--- src/rtl/dac_frame_pkg.sv ---
package dac_frame_pkg;

  typedef enum logic [2:0] {
    ST_IDLE,
    ST_ISSUE,
    ST_WAIT,
    ST_SEND,
    ST_SEND_WAIT,
    ST_FINISH
  } seqState_t;

  // strobes from control to datapath
  typedef struct packed {
    logic clrIdx;
    logic incIdx;
    logic selSend;
  } dpCtrl_t;

  localparam logic [7:0] TAG_BYTE  = 8'h44;
  localparam logic [2:0] NEXT_CODE = 3'b010;

endpackage

--- src/rtl/dac_frame_ctrl.sv ---
module dac_frame_ctrl
  import dac_frame_pkg::*;
#(
  parameter logic [2:0] TRIG_STATE = 3'b111
) (
  input  logic       clk,
  input  logic       rstN,
  input  logic [2:0] stateCode,
  input  logic       txDone,
  input  logic       lastByte,
  output dpCtrl_t    dpCtrl,
  output logic       txGo,
  output logic       txRw,
  output logic       stateWr,
  output logic [2:0] newState
);

  seqState_t state, nxtState;
  logic      enNow, enQ, startPulse;

  assign enNow      = (stateCode == TRIG_STATE);
  assign startPulse = enNow & ~enQ;

  always_ff @(posedge clk or negedge rstN) begin
    if (!rstN) begin
      state <= ST_IDLE;
      enQ   <= 1'b0;
    end else begin
      state <= nxtState;
      enQ   <= enNow;
    end
  end

  always_comb begin
    nxtState = state;
    dpCtrl   = '0;
    txGo     = 1'b0;
    stateWr  = 1'b0;
    unique case (state)
      ST_IDLE: begin
        if (startPulse) begin
          dpCtrl.clrIdx = 1'b1;
          nxtState      = ST_ISSUE;
        end
      end
      ST_ISSUE: begin
        txGo     = 1'b1;
        nxtState = ST_WAIT;
      end
      ST_WAIT: begin
        if (txDone) begin
          if (lastByte) begin
            nxtState = ST_SEND;
          end else begin
            dpCtrl.incIdx = 1'b1;
            nxtState      = ST_ISSUE;
          end
        end
      end
      ST_SEND: begin
        dpCtrl.selSend = 1'b1;
        txGo           = 1'b1;
        nxtState       = ST_SEND_WAIT;
      end
      ST_SEND_WAIT: begin
        dpCtrl.selSend = 1'b1;
        if (txDone) nxtState = ST_FINISH;
      end
      ST_FINISH: begin
        stateWr  = 1'b1;
        nxtState = ST_IDLE;
      end
      default: nxtState = ST_IDLE;
    endcase
  end

  // every access of this sequencer is a write
  assign txRw     = 1'b0;
  assign newState = stateWr ? NEXT_CODE : 3'b000;

endmodule

--- src/rtl/dac_frame_dp.sv ---
module dac_frame_dp
  import dac_frame_pkg::*;
#(
  parameter int         NUM_CH      = 32,
  parameter int         DATA_W      = 14,
  parameter int         ADDR_W      = 8,
  parameter int         RAW_BYTES   = 65,
  parameter int         FRAME_BYTES = 65,
  parameter int         IDX_W       = 7,
  parameter int         CH_W        = 5,
  parameter logic [7:0] SEND_ADDR   = 8'hFF
) (
  input  logic              clk,
  input  logic              rstN,
  input  dpCtrl_t           dpCtrl,
  input  logic [DATA_W-1:0] dacData,
  output logic              lastByte,
  output logic [CH_W-1:0]   chSel,
  output logic [ADDR_W-1:0] txAddr,
  output logic [7:0]        txData
);

  logic [IDX_W-1:0] byteIdx, chOff;
  logic             inChan;
  logic [15:0]      wideVal;
  logic [7:0]       chanByte, bodyByte;

  always_ff @(posedge clk or negedge rstN) begin
    if (!rstN)              byteIdx <= '0;
    else if (dpCtrl.clrIdx) byteIdx <= '0;
    else if (dpCtrl.incIdx) byteIdx <= byteIdx + 1'b1;
  end

  assign lastByte = (byteIdx == IDX_W'(FRAME_BYTES - 1));
  assign chOff    = byteIdx - IDX_W'(1);
  assign inChan   = (byteIdx != '0) && (byteIdx <= IDX_W'(2 * NUM_CH));
  assign chSel    = inChan ? chOff[CH_W:1] : '0;

  // zero-extend, high byte first (even offset within a channel)
  assign wideVal  = 16'(dacData);
  assign chanByte = chOff[0] ? wideVal[7:0] : wideVal[15:8];

  generate
    if (FRAME_BYTES > RAW_BYTES) begin : gen_fill
      assign bodyByte = (byteIdx == '0) ? TAG_BYTE :
                        inChan          ? chanByte : 8'h00;
    end else begin : gen_nofill
      assign bodyByte = (byteIdx == '0) ? TAG_BYTE : chanByte;
    end
  endgenerate

  assign txData = dpCtrl.selSend ? 8'(FRAME_BYTES) : bodyByte;
  assign txAddr = dpCtrl.selSend ? ADDR_W'(SEND_ADDR) : ADDR_W'(byteIdx);

endmodule

--- src/rtl/dac_frame_seq.sv ---
module dac_frame_seq
  import dac_frame_pkg::*;
#(
  parameter int         NUM_CH     = 32,
  parameter int         DATA_W     = 14,
  parameter int         ADDR_W     = 8,
  parameter int         MIN_BYTES  = 46,
  parameter logic [7:0] SEND_ADDR  = 8'hFF,
  parameter logic [2:0] TRIG_STATE = 3'b111,
  localparam int        RAW_BYTES  = 1 + 2 * NUM_CH,
  localparam int        FRAME_BYTES = (RAW_BYTES > MIN_BYTES) ? RAW_BYTES : MIN_BYTES,
  localparam int        IDX_W      = $clog2(FRAME_BYTES + 1),
  localparam int        CH_W       = $clog2(NUM_CH)
) (
  input  logic              clk,
  input  logic              rstN,
  input  logic [2:0]        stateCode,
  output logic [CH_W-1:0]   chSel,
  input  logic [DATA_W-1:0] dacData,
  output logic              txGo,
  output logic              txRw,
  output logic [ADDR_W-1:0] txAddr,
  output logic [7:0]        txData,
  input  logic              txDone,
  output logic [2:0]        newState,
  output logic              stateWr
);

  dpCtrl_t dpCtrl;
  logic    lastByte;

  dac_frame_ctrl #(
    .TRIG_STATE(TRIG_STATE)
  ) u_ctrl (
    .clk      (clk),
    .rstN     (rstN),
    .stateCode(stateCode),
    .txDone   (txDone),
    .lastByte (lastByte),
    .dpCtrl   (dpCtrl),
    .txGo     (txGo),
    .txRw     (txRw),
    .stateWr  (stateWr),
    .newState (newState)
  );

  dac_frame_dp #(
    .NUM_CH     (NUM_CH),
    .DATA_W     (DATA_W),
    .ADDR_W     (ADDR_W),
    .RAW_BYTES  (RAW_BYTES),
    .FRAME_BYTES(FRAME_BYTES),
    .IDX_W      (IDX_W),
    .CH_W       (CH_W),
    .SEND_ADDR  (SEND_ADDR)
  ) u_dp (
    .clk     (clk),
    .rstN    (rstN),
    .dpCtrl  (dpCtrl),
    .dacData (dacData),
    .lastByte(lastByte),
    .chSel   (chSel),
    .txAddr  (txAddr),
    .txData  (txData)
  );

endmodule

--- config.mk ---
export PLATFORM = sky130hd
export DESIGN_NAME = dac_frame_seq
export DESIGN_NICKNAME = d
export VERILOG_FILES = /design/src/rtl/dac_frame_pkg.sv /design/src/rtl/dac_frame_ctrl.sv /design/src/rtl/dac_frame_dp.sv /design/src/rtl/dac_frame_seq.sv
export SDC_FILE = /design/constraint.sdc
export NUM_CORES = 1
export LEC_CHECK = 0
export CORE_MARGIN = 8
export CORE_UTILIZATION = 25
export CTS_CLUSTER_SIZE = 20
export DETAILED_ROUTE_END_ITERATION = 16
export GPL_TIMING_DRIVEN = 1
export SLEW_MARGIN = 20
export SYNTH_ARGS = -nofsm -noshare
export SYNTH_HDL_FRONTEND = slang
export SYNTH_SLANG_ARGS = --single-unit
export TNS_END_PERCENT = 5
--- constraint.sdc ---
create_clock -name clk -period 1.8 [get_ports clk]
set_input_delay 0.18 -clock clk [delete_from_list [all_inputs] [get_ports clk]]
set_output_delay 0.18 -clock clk [all_outputs]
set_load 0.03 [all_outputs]
Word-level counts from Yosys, hierarchy flattened:

Index checks and enable logic that the tools add are counted.

* bits of input ports: 20
* output and inout port bits: 27
* word-level logic and storage cells: 47
* register bits after elaboration: 11

* bitwise logic cells: 2
* add/subtract/negate cells: 2
* reductions and logical operators: 8
* eq/ne operators: 10
* $lt $le $gt $ge: 1
* multiplexer cells: 21

Operator list (count)
* two-way mux 8 bit: 4
* case mux 3 bit (5 select lines): 1
* two-way mux 7 bit: 2
* == test 3 bit, second input constant: 3
* two-way mux 3 bit: 3
* two-way mux 1 bit: 8
* adder 7 x 1 -> 7 bit, second input constant: 1
* == test 7 bit, second input constant: 1
* less-or-equal comparator 7 bit, second input constant: 1
* logical NOT 7 bit: 1
* nonzero test 7 bit: 1
* == test 3 x 2 -> 1 bit, second input constant: 2
* subtractor 6 x 1 -> 6 bit, second input constant: 1
* two-way mux 5 bit: 1
* two-way mux 2 bit: 2
* != test 2 bit, second input constant: 2
* OR reduction 2 bit: 2
* == test 3 x 1 -> 1 bit, second input constant: 1
* logical NOT 3 bit: 1
* AND reduction 3 bit: 1
* != test 2 x 1 -> 1 bit, second input constant: 1
* nonzero test 2 bit: 1
* AND 1 bit: 1
* logical AND 1 bit: 1
* inverter 1 bit: 1

Logic depth before layout (Yosys ltp):

* depth after elaboration: 6
* mapped depth: 6
* mapped depth without buffers: 5

Cells and area by module:

Synthesis repeated with hierarchy kept, for this count alone.

* cells, all modules: 111
* area total of the unflattened synthesis: 939.7 µm²

Modules (own cells, without submodules)
* dac_frame_dp: sequential area each 175.2 µm², times used 1, area each 670.6 µm², cells an instance 80
* dac_frame_ctrl: sequential area each 100.1 µm², times used 1, area each 269.0 µm², cells an instance 31

Least setup slack after synthesis:

Ideal clock, no wire load.

* kind: register to output
* start point: register u_dp.byteIdx[0]
* end point: output port txData[7]
* buffers on the path: 1
* arrival: 2.432 ns
* data required time: 1.620 ns
* path slack: -0.812 ns
* stages on the path, launching flop included: 6
* path through: dfrtp_1 > buf_1 > inv_1 > ha_1 > and4_2 > nor4b_1

* longest elaborated chain between the ends: 4
* elaborated cells between the ends (all ways): 5
* those cells by class: add/sub: 1; mux: 3; reduce/logical: 1

RTL lines
* from (decl): RTL line dac_frame_dp.sv:23 `logic [IDX_W-1:0] byteIdx, chOff;`
* from (signal assigned): RTL line dac_frame_dp.sv:31 `else if (dpCtrl.incIdx) byteIdx <= byteIdx + 1'b1;`
* subtractor 6 x 1 -> 6 bit: RTL line dac_frame_dp.sv:35 `assign chOff = byteIdx - IDX_W'(1);`
* two-way mux 8 bit: RTL line dac_frame_dp.sv:41 `assign chanByte = chOff[0] ? wideVal[7:0] : wideVal[15:8];`
* two-way mux 8 bit (*): RTL line dac_frame_dp.sv:48 `assign bodyByte = (byteIdx == '0) ? TAG_BYTE : chanByte;`
* two-way mux 8 bit (*): RTL line dac_frame_dp.sv:52 `assign txData = dpCtrl.selSend ? 8'(FRAME_BYTES) : bodyByte;`
* to (decl): RTL line dac_frame_seq.sv:23 `output logic [7:0] txData,`

Every way passes the cells marked *; elsewhere a longest branch is shown, timed or not.

Worst setup path after layout:

* start point: register u_dp.byteIdx[2]
* end point: output port chSel[4]

* longest elaborated chain between the ends: 3
* elaborated cells between the ends (all ways): 5
* those cells by class: add/sub: 1; order compare: 1; mux: 1; reduce/logical: 2

RTL lines
* less-or-equal comparator 7 bit or nonzero test 7 bit (tied branches): RTL line dac_frame_dp.sv:36 `assign inChan = (byteIdx != '0) && (byteIdx <= IDX_W'(2 * NUM_CH));`
* logical AND 1 bit: RTL line dac_frame_dp.sv:36
* two-way mux 5 bit (*): RTL line dac_frame_dp.sv:37 `assign chSel = inChan ? chOff[CH_W:1] : '0;`
* to (decl): RTL line dac_frame_seq.sv:18 `output logic [CH_W-1:0] chSel,`

Marked as above.

==> metrics.txt <==
failing checks=negative setup slack; Hold Crit Class=in2async; area grow syn2layout=77.8%; Max Cap Viol=0; status=finished with violations; Worst-Margin Slew=~0.5 ns; largest net degree at the start of global routing=13; Initial Util=0.252; Die H=a little under 80 microns; leakage power=just over 0.8 nW; RD Place Congestion=just under 0.8; post-place instance area=1650 sq um; PD cells=about 2100 nW/um^2; post-route ant nets=0; Pint=roughly 1.8 mW; Unique masters post-synth=between 40 and 50; Ports=47; Worst Skew=about 0.0051 ns; Post-Layout Inst Area=between 1500 and 2000 sq um; Longest Clk Path Bufs=2; DR DRC count=0; 1st-iter DRT viols=17; number of synthesized register bits=11; Max IR drop VDD=~0.54 mV; vias in the first global route=around 1200; Max Slew Vio Count=0; hpwl dp=about 2600 microns; core area=approximately 3900 sq um; Sw Share=0.505; Placement Setup Slack=-0.131 ns; EDFF count, synth=0; CTS Root Cell=clkbuf_8; routed wire length=3110 microns; Syn Inst Count=115; Rel. slew slack=0.666; clk_lat worst skew=approximately 0.24 ns; leading cell type in the layout, fill and taps excluded=buf_4; Nets=203; final worst-path cycle share=1.12; via count=1100; Slowest cell on crit path=or4_4; Worst Path Arrival=1.84 ns; Ant. Diodes=0; top_reg_cell synth=dfrtp_1; Syn Area/Cell=8.58 sq um; CP Data Required Time=between 1.5 and 2 ns; RSZ-0062 raised after global routing=true; Buf/Inv on CP=1; layout cell share with drive strength beyond 1=0.425; asr flop ratio synth=1.00; critical path launch point type=flip-flop; Max Clock Freq=496 MHz; CTS tree=yes; critical path's top delay family=simple AND/OR/NAND/NOR gates; DR vias/cell=just under 5; combinational share of power=0.831; yosys warns=0; hold buffers post-CTS=0; port bufs=43; first-pass GRT wire length=5220 microns; Tot GR Track Use=0.100; cells along the critical path=or3_4 > or4_4 > a211oi_4 > buf_6; die width=78.8 microns; NetSw=about 1.8 mW; wire length per cell=~14 microns; FP Rows=23; die area=around 6200 sq um; setup slack after layout=-0.218 ns; initial antenna violation count=0; worst reg2reg path depth=5; Worst-path clk slew=~0.05 ns; crit path max fanout=2; Reg-to-Reg End=u_dp.byteIdx[6]; worst reg2reg setup slack=~0.15 ns; Largest stage delay, worst path=around 0.43 ns; Mapped Area=between 900 and 1000 sq um; WP depth=4; final setup fails=4; CTS H-tree lvls=1; Hold Vio Cnt, Final=0; Sequential Power Share=0.102; Num Clock Sinks=11; type of the worst setup path=reg2out; Worst Setup End Kind=output port; sequential fraction of the synthesis area=0.279; r2r startpoint=u_ctrl.state[2]; Final min period=roughly 2.0 ns; Inserted Clock Buffers=3; TritonRoute pass-1 iters=4; clock share of power=0.067; grt total ovfl=0; most frequent cells in the layout=41 x buf_4, 19 x clkdlybuf4s50_1, 11 x dfrtp_1
[kinds of logic after synthesis]
family | share of synthesized area
buffers and inverters | 0.133
adder cells (fa/ha/maj) | 0.0380
AO/OA/AOI/OAI | 0.161
XOR/XNOR | 0.0355
flip-flops | 0.279
multiplexers | 0.0925
other | 0.00380
AND/OR/NAND/NOR | 0.257
[sequential cells by signal (all words and copies together) (netlist names)]
signal        flops
u_ctrl.enQ        1
u_ctrl.state      3
u_dp.byteIdx      7
[repair_timing]
item                                    CTS  global route
gates resized for setup                  18             2
endpoints found under the setup margin   15            10
hold endpoints to repair                  0             0
pin swaps                                 5             0
setup buffers                             3             0
[synthesized netlist by cell type, drive strengths merged (4+ instances only)]
cell / count / area [sq um]
nor2: 4 / 15.0
o21ai: 6 / 30.0
dfrtp: 11 / 275
nor3: 9 / 45.0
or3: 4 / 30.0
buf: 8 / 61.3
clkbuf: 4 / 36.3
mux2i: 8 / 80.1
nand2: 5 / 18.8
inv: 9 / 33.8
a21oi: 6 / 30.0
nand2b: 4 / 25.0
[how the worst max path moves through the flow]
stage,end,from
3_3_place_gp,txData[6],u_dp.byteIdx[0]
6_report,chSel[4],u_dp.byteIdx[2]
2_1_floorplan,chSel[4],u_dp.byteIdx[2]
5_1_grt,chSel[4],u_dp.byteIdx[1]
4_1_cts,chSel[4],u_dp.byteIdx[1]
3_5_place_dp,txData[6],u_dp.byteIdx[0]
[metrics by stage]
step / util / hold WS, ns / total power [mW] / TNS, ns / cells
finish: 0.449 / 0.278 / 3.65 / -0.426 / 229
global route: 0.449 / 0.339 / 3.90 / -0.954 / 229
CTS: 0.448 / 0.294 / 3.69 / -0.444 / 229
detailed placement: 0.420 / 0.551 / 3.25 / -0.168 / 222
global placement: 0.420 / 0.542 / 3.19 / -0.0756 / 222
floorplan: - / -0.116 / 2.28 / -0.293 / 117
[cell type report]
type                            count  area, sq um
Clock inverter                      1         5.00
Multi-Input combinational cell     85          723
Sequential cell                    11          275
Timing Repair Buffer               70          614
Tap cell                           50         62.6
Fill cell                         386         2160
Inverter                            9         33.8
Clock buffer                        3         41.3
[metal layers]
layer | vias to the layer above | global-route usage | share of wire
met5 | - | 0 | 0
met4 | 0 | 0.0444 | 0.011
met3 | 2 | 0.0181 | 0.077
met2 | 41 | 0.178 | 0.50
met1 | 523 | 0.115 | 0.41
li1 | 534 | - | -
[power groups by stage]
stage | clock (mW) | combinational [mW] | sequential [mW]
floorplan | 0 | 1.92 | 0.366
global placement | 0 | 2.83 | 0.363
detailed placement | 0 | 2.88 | 0.375
CTS | 0.250 | 3.06 | 0.372
global route | 0.263 | 3.25 | 0.382
finish | 0.244 | 3.03 | 0.374
(Power assumes the default switching activity.)
